## config.mk

```make
export PLATFORM = sky130hd
export DESIGN_NAME = gpio_paged_regs
export DESIGN_NICKNAME = d
export VERILOG_FILES = /design/src/rtl/gpio_regs_pkg.sv /design/src/rtl/gpio_sync.sv /design/src/rtl/gpio_port_bank.sv /design/src/rtl/gpio_aux_bank.sv /design/src/rtl/gpio_paged_regs.sv
export SDC_FILE = /design/constraint.sdc
export NUM_CORES = 1
export LEC_CHECK = 0
export BUFFER_PORTS_ARGS = -buffer_cell sky130_fd_sc_hd__buf_2
export CAP_MARGIN = 10
export CORE_MARGIN = 3
export CORE_UTILIZATION = 30
export CTS_BUF_LIST = sky130_fd_sc_hd__clkbuf_4 sky130_fd_sc_hd__clkbuf_8 sky130_fd_sc_hd__clkbuf_16
export DETAILED_ROUTE_END_ITERATION = 8
export PLACE_DENSITY_LB_ADDON = 0.15
export SLEW_MARGIN = 5
export SYNTH_ARGS = -nofsm -noshare
export SYNTH_HDL_FRONTEND = slang
export SYNTH_SLANG_ARGS = --single-unit
```

## constraint.sdc

```tcl
create_clock -name clk_i -period 4 [get_ports clk_i]
set_clock_uncertainty 0.1 [all_clocks]
set_input_delay 0.4 -clock clk_i [delete_from_list [all_inputs] [get_ports clk_i]]
set_output_delay 0.4 -clock clk_i [all_outputs]
set_load 0.005 [all_outputs]
```

## src/rtl/gpio_regs_pkg.sv

```systemverilog
package gpio_regs_pkg;
  typedef enum logic [1:0] {
    PG_NONE = 2'd0,
    PG_POL  = 2'd1,
    PG_ENA  = 2'd2,
    PG_ID   = 2'd3
  } page_e;
endpackage

```

## src/rtl/gpio_sync.sv

```systemverilog
module gpio_sync #(
  parameter int W      = 48,
  parameter int STAGES = 2
) (
  input  logic         clk_i,
  input  logic         rst_ni,
  input  logic [W-1:0] d_i,
  output logic [W-1:0] q_o
);
  logic [W-1:0] stg_q [STAGES];

  always_ff @(posedge clk_i or negedge rst_ni) begin
    if (!rst_ni) begin
      for (int s = 0; s < STAGES; s++) stg_q[s] <= '1;
    end else begin
      stg_q[0] <= d_i;
      for (int s = 1; s < STAGES; s++) stg_q[s] <= stg_q[s-1];
    end
  end

  assign q_o = stg_q[STAGES-1];
endmodule

```

## src/rtl/gpio_port_bank.sv

```systemverilog
module gpio_port_bank #(
  parameter int NUM_PORTS = 6,
  parameter int PORT_W    = 8,
  parameter int ADDR_W    = 4
) (
  input  logic                        clk_i,
  input  logic                        rst_ni,
  input  logic                        wr_i,
  input  logic [ADDR_W-1:0]           addr_i,
  input  logic [PORT_W-1:0]           wdata_i,
  input  logic [NUM_PORTS-1:0]        lock_i,
  output logic [NUM_PORTS*PORT_W-1:0] sink_o
);
  logic [PORT_W-1:0] lat_q [NUM_PORTS];

  for (genvar k = 0; k < NUM_PORTS; k++) begin : g_port
    always_ff @(posedge clk_i or negedge rst_ni) begin
      if (!rst_ni)
        lat_q[k] <= '0;
      else if (wr_i && addr_i == ADDR_W'(k) && !lock_i[k])
        lat_q[k] <= wdata_i;
    end
    assign sink_o[k*PORT_W +: PORT_W] = lat_q[k];
  end
endmodule

```

## src/rtl/gpio_aux_bank.sv

```systemverilog
module gpio_aux_bank
  import gpio_regs_pkg::*;
#(
  parameter int AUX_BYTES = 3,
  parameter int PORT_W    = 8,
  parameter int ADDR_W    = 4
) (
  input  logic                        clk_i,
  input  logic                        rst_ni,
  input  logic                        wr_i,
  input  logic                        hit_i,
  input  page_e                       page_i,
  input  logic [ADDR_W-1:0]           idx_i,
  input  logic [PORT_W-1:0]           wdata_i,
  input  logic [AUX_BYTES*PORT_W-1:0] id_set_i,
  output logic [AUX_BYTES*PORT_W-1:0] pol_o,
  output logic [AUX_BYTES*PORT_W-1:0] en_o,
  output logic [AUX_BYTES-1:0]        pend_o,
  output logic [PORT_W-1:0]           rdata_o
);
  logic [PORT_W-1:0] pol_q [AUX_BYTES];
  logic [PORT_W-1:0] en_q  [AUX_BYTES];
  logic [PORT_W-1:0] id_q  [AUX_BYTES];
  logic [AUX_BYTES-1:0] sel;

  for (genvar b = 0; b < AUX_BYTES; b++) begin : g_byte
    assign sel[b] = hit_i && idx_i == ADDR_W'(b);

    always_ff @(posedge clk_i or negedge rst_ni) begin
      if (!rst_ni) begin
        pol_q[b] <= '0;
        en_q[b]  <= '0;
        id_q[b]  <= '0;
      end else begin
        if (wr_i && sel[b] && page_i == PG_POL) pol_q[b] <= wdata_i;
        if (wr_i && sel[b] && page_i == PG_ENA) en_q[b]  <= wdata_i;
        // set pulses win over a host clear in the same cycle
        id_q[b] <= ((wr_i && sel[b] && page_i == PG_ID) ? wdata_i : id_q[b])
                   | id_set_i[b*PORT_W +: PORT_W];
      end
    end

    assign pol_o[b*PORT_W +: PORT_W] = pol_q[b];
    assign en_o[b*PORT_W +: PORT_W]  = en_q[b];
    assign pend_o[b]                 = |id_q[b];
  end

  always_comb begin
    rdata_o = '0;
    for (int b = 0; b < AUX_BYTES; b++) begin
      if (sel[b]) begin
        case (page_i)
          PG_POL:  rdata_o = pol_q[b];
          PG_ENA:  rdata_o = en_q[b];
          PG_ID:   rdata_o = id_q[b];
          default: rdata_o = '0;
        endcase
      end
    end
  end
endmodule

```

## src/rtl/gpio_paged_regs.sv

```systemverilog
module gpio_paged_regs
  import gpio_regs_pkg::*;
#(
  parameter int NUM_PORTS   = 6,
  parameter int PORT_W      = 8,
  parameter int AUX_BYTES   = 3,
  parameter int ADDR_W      = 4,
  parameter int SYNC_STAGES = 2
) (
  input  logic                        clk_i,
  input  logic                        rst_ni,
  input  logic                        bus_sel_i,
  input  logic                        bus_we_i,
  input  logic [ADDR_W-1:0]           bus_addr_i,
  input  logic [PORT_W-1:0]           bus_wdata_i,
  output logic [PORT_W-1:0]           bus_rdata_o,
  input  logic [NUM_PORTS*PORT_W-1:0] pin_i,
  output logic [NUM_PORTS*PORT_W-1:0] pin_sink_o,
  output logic [AUX_BYTES*PORT_W-1:0] pol_o,
  output logic [AUX_BYTES*PORT_W-1:0] irq_en_o,
  input  logic [AUX_BYTES*PORT_W-1:0] id_set_i
);
  localparam int LINES = NUM_PORTS * PORT_W;
  localparam logic [ADDR_W-1:0] PORT_END  = ADDR_W'(NUM_PORTS);
  localparam logic [ADDR_W-1:0] PEND_ADDR = ADDR_W'(NUM_PORTS);
  localparam logic [ADDR_W-1:0] CTRL_ADDR = ADDR_W'(NUM_PORTS + 1);
  localparam logic [ADDR_W-1:0] AUX_BASE  = ADDR_W'(NUM_PORTS + 2);
  localparam logic [ADDR_W-1:0] AUX_END   = ADDR_W'(NUM_PORTS + 2 + AUX_BYTES);

  logic              wr;
  logic              port_hit, aux_hit;
  logic [PORT_W-1:0] ctrl_q;
  page_e             page;
  logic [LINES-1:0]  pin_sync, pin_rd;
  logic [AUX_BYTES-1:0] pend;
  logic [PORT_W-1:0] aux_rdata;
  logic [ADDR_W-1:0] aux_idx;

  assign wr       = bus_sel_i && bus_we_i;
  assign port_hit = bus_addr_i < PORT_END;
  assign aux_hit  = bus_addr_i >= AUX_BASE && bus_addr_i < AUX_END;
  assign aux_idx  = bus_addr_i - AUX_BASE;
  assign page     = page_e'(ctrl_q[PORT_W-1 -: 2]);

  always_ff @(posedge clk_i or negedge rst_ni) begin
    if (!rst_ni)                          ctrl_q <= '0;
    else if (wr && bus_addr_i == CTRL_ADDR) ctrl_q <= bus_wdata_i;
  end

  gpio_sync #(.W(LINES), .STAGES(SYNC_STAGES)) u_sync (
    .clk_i  (clk_i),
    .rst_ni (rst_ni),
    .d_i    (pin_i),
    .q_o    (pin_sync)
  );

  assign pin_rd = ~pin_sync;

  gpio_port_bank #(.NUM_PORTS(NUM_PORTS), .PORT_W(PORT_W), .ADDR_W(ADDR_W)) u_ports (
    .clk_i   (clk_i),
    .rst_ni  (rst_ni),
    .wr_i    (wr && port_hit),
    .addr_i  (bus_addr_i),
    .wdata_i (bus_wdata_i),
    .lock_i  (ctrl_q[NUM_PORTS-1:0]),
    .sink_o  (pin_sink_o)
  );

  gpio_aux_bank #(.AUX_BYTES(AUX_BYTES), .PORT_W(PORT_W), .ADDR_W(ADDR_W)) u_aux (
    .clk_i    (clk_i),
    .rst_ni   (rst_ni),
    .wr_i     (wr),
    .hit_i    (aux_hit),
    .page_i   (page),
    .idx_i    (aux_idx),
    .wdata_i  (bus_wdata_i),
    .id_set_i (id_set_i),
    .pol_o    (pol_o),
    .en_o     (irq_en_o),
    .pend_o   (pend),
    .rdata_o  (aux_rdata)
  );

  always_comb begin
    bus_rdata_o = '0;
    if (bus_sel_i) begin
      if (port_hit)                      bus_rdata_o = pin_rd[int'(bus_addr_i)*PORT_W +: PORT_W];
      else if (bus_addr_i == PEND_ADDR)  bus_rdata_o = PORT_W'(pend);
      else if (bus_addr_i == CTRL_ADDR)  bus_rdata_o = ctrl_q;
      else if (aux_hit)                  bus_rdata_o = aux_rdata;
    end
  end
endmodule

```

==> impl_metrics.csv, run 1 <==
group,metric,value,unit
power_and_ir_drop,leakagePower,5.442,nW
clock_network,clk_path_buf_depth,3,
worst_setup_path,cp_data_arrival_time,2.96,ns
timing,worst_pin_slew,0.9557,ns
yosys,synth_area,8950,um^2
power_and_ir_drop,internal_power,4.301,mW
place,dpl.hpwl,18700,um
timing,min_period,3.458,ns
yosys,yosysWarnings,0,
yosys,synth-adder-area-share,0,
layout,seq_area,5725,um^2
worst_setup_path,crit_slowest_cell,"or4_1",
clock_network,clkSinkCount,224,
yosys,synth_compound_area_frac,0.05536,
grt,grt-ovfl-total,0,
grt,grt_first_pass_wirelength,39340,um
yosys,synth-xor-area-share,0,
yosys,syn_nets,683,
drt,drt-initial-drc-count,373,
power_and_ir_drop,share_comb_of_total_power,0.136,
drt,wl,26150,um
drt,remaining_drc_errors,0,
layout,layout.nets,939,
yosys,synth_cell_types,53,
worst_setup_path,critical_path.max_stage_delay,0.61,ns
worst_setup_path,required,3.50,ns
timing,finalSetupTns,0,ns
clock_network,htreeDepth,1,
worst_setup_path,critPathBufInv,2,
layout,multi_input_area,3022,um^2
min_path,hold_path.class,"primary input to flip-flop",
power_and_ir_drop,swShare,0.2461,
power_and_ir_drop,p_per_area,485.0,nW/um^2
worst_setup_path,worstSetupStartpointType,"flip-flop",
yosys,synth_top_family_by_area,"multiplexers",
clock_network,clock_latency,0.52,ns
job,cap_violations,0,
yosys,synthCells,595,
power_and_ir_drop,p_switching,1.404,mW
status,status,"finished, final reports clean",
worst_setup_path,cpLargestDelayFamily,"simple AND/OR/NAND/NOR gates",
grt,antenna_found_initial,1,
place,port_buffers,191,
clock_network,cts_tree,"yes",
timing,rsz0062_at_grt,"no",
drt,drtAntennaViolNets,0,
die,dieArea,31940,um^2
worst_setup_path,critPathCaptureType,"output pin",
worst_setup_path,path_cells,"buf_4 > and2b_2 > a221oi_1 > or4_1 > a221oi_2 > buf_2",
die,core,29090,um^2
worst_setup_path,critPathKind,"flip-flop to output pin",
yosys,synthFlopType,"dfrtp_1",
layout,layout-drive-gt1-share,0.5714,
die,die_w,178.7,um
grt,grtUsageTotal,0.1627,
die,row_count,62,
drt,routedWlPerCell,20.88,um
grt,grt_pass1_vias,6377,
drt,routed_via_density,4.834,
timing,slew_headroom,0.3629,
yosys,synth_seq_cells,224,
drt,dr.pass1.iters,4,
timing,hold_violations,0,
yosys,synth_edf_count,0,
layout,fillCellCount,2747,
grt,grt_max_degree,121,
layout,num_antenna_cells,0,
clock_network,numCtsBuffers,25,
power_and_ir_drop,p_seq_frac,0.462,
timing,setup_viol,0,
worst_setup_path,crit_fanout,31,
die,start_util,0.3077,
timing,worst_hold_slack,0.01644,ns
yosys,yosysSeqAreaShare,0.6397,
die,die_h,178.7,um
power_and_ir_drop,power.share.clock,0.402,
yosys,synth.area.mux_share,0.1954,
clock_network,ctsResizeCount,0,
timing,report.final.slew_viol_count,0,
timing,fmax,0.2892,GHz
drt,num_vias,6052,
yosys,synthArstFlopShare,1.000,
clock_network,holdBufCountCts,66,
clock_network,post_cts_buffers,0,
yosys,synthSimpleGateAreaFrac,0.08682,
power_and_ir_drop,vdd_ir_drop_max,252.0,uV
layout,synthToLayoutAreaGrowth,31.43,%
timing,timing.final.crit_share,0.8644,
yosys,syn_area_per_cell,15.04,um^2
place,place_congestion,0.8660,
die,num_io_pins,192,
clock_network,cts_root_buf,"clkbuf_16",
clock_network,clkSlewWorstSetupHoldPaths,0.06,ns
## layout by cell type (no fill, tap or decap), types with 5 or more instances in the layout
master	netlist	final
a221oi_1	22	22
buf_2	12	190
buf_4	3	5
clkbuf_16	0	26
clkbuf_8	0	6
dfrtp_1	128	128
dfstp_2	96	96
dlygate4sd3_1	0	66
mux2_2	114	114
mux2_4	17	17
mux4_2	8	8
nand2_1	54	54
nand2b_1	5	5
nand3b_1	24	24
nor2_1	5	5
nor2_2	7	7
nor4_1	7	7
or3_1	8	8
## state kept, by name, indices dropped and copies added, names as in the netlist
name            count
u_ports.sink_o     48
u_sync.stg_q       48
u_aux.id_q         24
u_aux.pol_o        24
u_sync.q_o         48
u_aux.en_o         24
ctrl_q              8
## through the flow
| step | std cells | area (um^2) | total power, mW | util | setup WS (ns) |
|---|---|---|---|---|---|
| final | 1252 | 11760 | 5.705 | 0.4043 | 0.5423 |
| after global routing | 1252 | 11760 | 5.963 | 0.4043 | 0.3893 |
| after CTS | 1252 | 11760 | 5.796 | 0.4043 | 0.5460 |
| after detailed placement | 1142 | 10260 | 3.415 | 0.3528 | 0.8629 |
| after global placement | 1142 | 10260 | 3.398 | 0.3528 | 0.9229 |
| after floorplan | 595 | 8950 | 3.030 | - | 1.834 |
## per-layer routing
metal	track usage	vias up	part of all wire
met1	0.2337	3091	0.45
met5	0	-	0.00027
met3	0.03028	40	0.066
met2	0.2553	243	0.45
li1	-	2676	-
met4	0.04026	2	0.025
## power by group through the flow
stage,logic [mW],clock network (mW),registers (mW)
4_1_cts,0.790,2.37,2.64
2_1_floorplan,0.389,0,2.64
3_3_place_gp,0.730,0,2.67
5_1_grt,0.843,2.46,2.66
6_report,0.777,2.29,2.64
3_5_place_dp,0.739,0,2.68
## cell type report
cell class | instances | area share
sequential | 224 | 0.4868
multi-input combinational | 334 | 0.2569
timing repair buffer | 263 | 0.1432
clock buffer | 35 | 0.06425
tap | 384 | 0.04085
clock inverter | 9 | 0.007127
inverter | 3 | 0.0009573
## synth_stat cells, types with 2 or more instances
cell	n	area, um^2
nor3_1	4	20.02
nor2_2	7	43.79
o21bai_1	3	22.52
a221oi_2	4	60.06
nand2b_1	5	31.28
nand3_1	3	15.01
buf_4	3	22.52
o41ai_1	3	26.28
nand2_1	54	202.7
mux4_2	8	180.2
or4bb_1	2	22.52
nor2_1	5	18.77
buf_6	5	56.30
a21oi_1	4	20.02
mux2i_1	3	30.03
dfrtp_1	128	3203
mux2_4	17	255.2
o311a_1	2	20.02
or4_1	3	22.52
or2_2	2	12.51
or3_1	8	50.05
buf_2	12	60.06
inv_1	2	7.510
a22oi_1	3	22.52
nand3b_1	24	180.2
clkbuf_1	14	52.55
nor4_1	7	43.79
o211a_1	2	20.02
a221oi_1	22	192.7
dfstp_2	96	2522
nor2b_1	2	12.51
mux2_2	114	1284
nand4_1	2	12.51
o21ai_0	3	15.01
## worst paths after layout
check | start | to | slack [ns] | depth (start not counted)
worst max-delay path | ctrl_q[6] | bus_rdata_o[4] | 0.54 | 6
worst max register to register | ctrl_q[7] | u_aux.id_q[10] | 1.68 | 5
worst min-delay path | id_set_i[18] | u_aux.id_q[2] | 0.02 | 2
min in group asynchronous | rst_ni | u_ports.sink_o[12] | 0.43 | 2
worst min register to register | u_sync.stg_q[78] | u_sync.q_o[30] | 0.25 | 0
max in group asynchronous | rst_ni | u_sync.stg_q[78] | 2.30 | 3
## cell families (layout without fill, tap and decap cells)
family,Yosys count,after routing
flops,224,224
mux,142,142
simple gates,138,138
compound gates,54,54
buf+inv,37,310
## worst register-to-register path, delay by kind of cell (launching register included)
| kind | cells | cell delay, ns |
|---|---|---|
| simple gates | 4 | 1.25 |
| buf+inv | 1 | 0.33 |
| flops | 1 | 0.59 |
Note: power is estimated with default switching activity, not from simulation.
==> run 2, diff against run 1 <==
- ABC_AREA: not set -> 1
==> run 2 against run 1 <==
Register-to-register slack lost 0.37 ns. Global-route usage grew 1.2 points. Via count grew 14%. Maximum frequency shrank 1.1%. Critical path type unchanged. Highest routed layer unchanged.
==> impl_metrics.csv, run 2 <==
group,metric,value,unit
timing,worst_pin_slew,0.9507,ns
yosys,yosysSeqAreaShare,0.6498,
clock_network,clkSinkCount,224,
place,placed_area,10110,um^2
timing,fmax,0.2859,GHz
yosys,syn_area_per_cell,9.978,um^2
power_and_ir_drop,p_per_area,475.6,nW/um^2
place,port_buffers,191,
worst_setup_path,crit_fanout,18,
timing,hold_violations,0,
yosys,synth.area.top_cells,"dfrtp_1 (36%), dfstp_2 (29%), nand2_1 (12%)",
timing,rsz0062_at_grt,"no",
min_path,whs_path_depth,3,
clock_network,ctsResizeCount,0,
clock_network,post_cts_buffers,0,
grt,grt-ovfl-total,0,
timing,min_period,3.497,ns
yosys,syn_nets,971,
layout,synthToLayoutAreaGrowth,32.70,%
yosys,synthArstFlopShare,1.000,
worst_setup_path,critical_path.max_stage_delay,0.71,ns
worst_setup_path,path_cells,"inv_1 > nor2_2 > nand2_1 > nand2_1 > nor2_1 > nor2_1 > nand2_1 > nand2_1 > nand2_1 > a21oi_1 > buf_2",
timing,slew_headroom,0.3662,
yosys,yosysTopAreaCell,"dfrtp_1",
die,die_w,177.4,um
drt,wl,27780,um
power_and_ir_drop,power.share.clock,0.415,
layout,most-common-layout-cells,"nand2_1 (280), buf_2 (190), dfrtp_1 (128)",
die,die_h,177.4,um
clock_network,cts_root_buf,"clkbuf_16",
yosys,synthCells,883,
yosys,synth.most_common_cell,"nand2_1",
clock_network,clock_latency,0.52,ns
clock_network,clkSlewWorstSetupHoldPaths,0.06,ns
layout,layout.nets,1232,
clock_network,numCtsBuffers,25,
power_and_ir_drop,p_seq_frac,0.472,
clock_network,clk_path_buf_depth,3,
layout,num_antenna_cells,0,
worst_setup_path,critPathCaptureType,"output pin",
drt,drt-initial-drc-count,574,
grt,grtUsageTotal,0.1752,
worst_setup_path,crit_slowest_cell,"dfrtp_1",
drt,num_vias,6919,
layout,stdcell_count,1545,
timing,setup_viol,0,
place,dpl.hpwl,20120,um
drt,drtAntennaViolNets,0,
power_and_ir_drop,vdd_ir_drop_max,250.1,uV
worst_setup_path,worstSetupStartpointType,"flip-flop",
drt,dr.pass1.iters,5,
worst_setup_path,critPathKind,"flip-flop to output pin",
layout,final_cell_area,11690,um^2
die,start_util,0.3053,
power_and_ir_drop,p_switching,1.407,mW
die,row_count,62,
place,dp.cells,1428,
worst_setup_path,reg2reg_depth,6,
worst_setup_path,rr_startpoint,"ctrl_q[6]",
drt,routed_via_density,4.478,
yosys,synth_seq_cells,224,
grt,grt_first_pass_wirelength,42300,um
min_path,holdPathEnd,"u_ports.sink_o[33]",
yosys,synth_edf_count,0,
grt,grt_max_degree,125,
layout,final_common_cell,"nand2_1",
job,cap_violations,0,
drt,remaining_drc_errors,0,
yosys,synthFlopType,"dfrtp_1",
grt,grt_pass1_vias,6859,
timing,finalSetupTns,0,ns
timing,worst_hold_slack,0.04658,ns
timing,report.final.slew_viol_count,0,
worst_setup_path,timing.critical_path.mode_cell,"nand2_1",
worst_setup_path,reg2reg_slack,1.31,ns
status,status,"finished, final reports clean",
power_and_ir_drop,swShare,0.2530,
drt,routedWlPerCell,17.98,um
power_and_ir_drop,share_comb_of_total_power,0.113,
die,dieArea,31460,um^2
die,core,28860,um^2
clock_network,holdBufCountCts,73,
yosys,synth_cell_types,33,
die,num_io_pins,192,
grt,antenna_found_initial,1,
worst_setup_path,r2r-end,"u_aux.pol_o[15]",
clock_network,cts_tree,"yes",
worst_setup_path,cp_data_arrival_time,3.00,ns
place,place_congestion,0.9440,
min_path,hold_path.class,"primary input to flip-flop",
yosys,yosysWarnings,0,
timing,timing.final.crit_share,0.8743,
clock_network,htreeDepth,1,
layout,fin_util,0.4052,
min_path,min_from,"bus_wdata_i[1]",
yosys,ys_top_cells_by_count,"nand2_1 (280), dfrtp_1 (128), o21ai_0 (98)",
power_and_ir_drop,leakagePower,5.469,nW
worst_setup_path,required,3.50,ns
layout,fillCellCount,2901,
layout,layout-drive-gt1-share,0.3196,
yosys,synth_area,8811,um^2
yosys,synth.top_cell.area_share,0.3635,
power_and_ir_drop,internal_power,4.154,mW
[run 2: cell count changes after synthesis, sizes merged, moves of 23 or more]
cell    change
inv        +57
mux2      -131
nor2       +23
nand3      +37
o21ai     +113
nand2     +230
a21oi      +26
a221oi     -26
[run 2: logic make-up after synthesis]
family | synth area share
compound gates | 0.1032
buf+inv | 0.04786
flops | 0.6498
simple gates | 0.1991
[run 2: worst max path at each step]
stage / start / endpoint / slack (ns) / cells after the start
4_1_cts: ctrl_q[6] / bus_rdata_o[5] / 0.48 / 12
6_report: ctrl_q[6] / bus_rdata_o[2] / 0.50 / 11
3_5_place_dp: ctrl_q[6] / bus_rdata_o[5] / 1.05 / 12
5_1_grt: ctrl_q[6] / bus_rdata_o[5] / 0.16 / 12
3_3_place_gp: ctrl_q[6] / bus_rdata_o[2] / 0.94 / 11
2_1_floorplan: ctrl_q[6] / bus_rdata_o[7] / 2.07 / 8
[run 2: worst max-delay path: cells and delay by family (launching register included)]
family | cells | cell delay (ns)
flops | 1 | 0.71
buf+inv | 2 | 0.44
simple gates | 8 | 1.09
compound gates | 1 | 0.26
[run 2: final cells by class]
| class | instances | area (um^2) | share of cell area |
|---|---|---|---|
| well taps | 384 | 480.5 | 0.04109 |
| clock inverters | 5 | 31.28 | 0.002675 |
| flip-flops and latches | 224 | 5725 | 0.4897 |
| clock buffers | 39 | 815.8 | 0.06977 |
| multi-input cells | 562 | 2664 | 0.2278 |
| repair buffers | 271 | 1749 | 0.1496 |
| inverters | 60 | 226.5 | 0.01937 |
[run 2: through the flow]
stage,power [mW],setup WS (ns)
2_1_floorplan,2.896,2.070
5_1_grt,5.817,0.1618
3_3_place_gp,3.243,0.9421
6_report,5.561,0.5028
4_1_cts,5.643,0.4820
3_5_place_dp,3.246,1.047
[run 2: per-layer routing]
metal,track usage,share of wire,vias to the layer above
met5,0,0.00032,-
met3,0.03359,0.054,25
li1,-,-,3407
met2,0.2793,0.46,215
met4,0.03305,0.016,2
met1,0.2514,0.47,3270
[run 2: power groups by stage]
stage               Combinational, mW  Clock, mW  Sequential, mW
floorplan                       0.273          0            2.62
global placement                0.580          0            2.66
detailed placement              0.584          0            2.66
CTS                             0.641       2.38            2.63
global route                    0.712       2.46            2.65
finish                          0.627       2.31            2.63
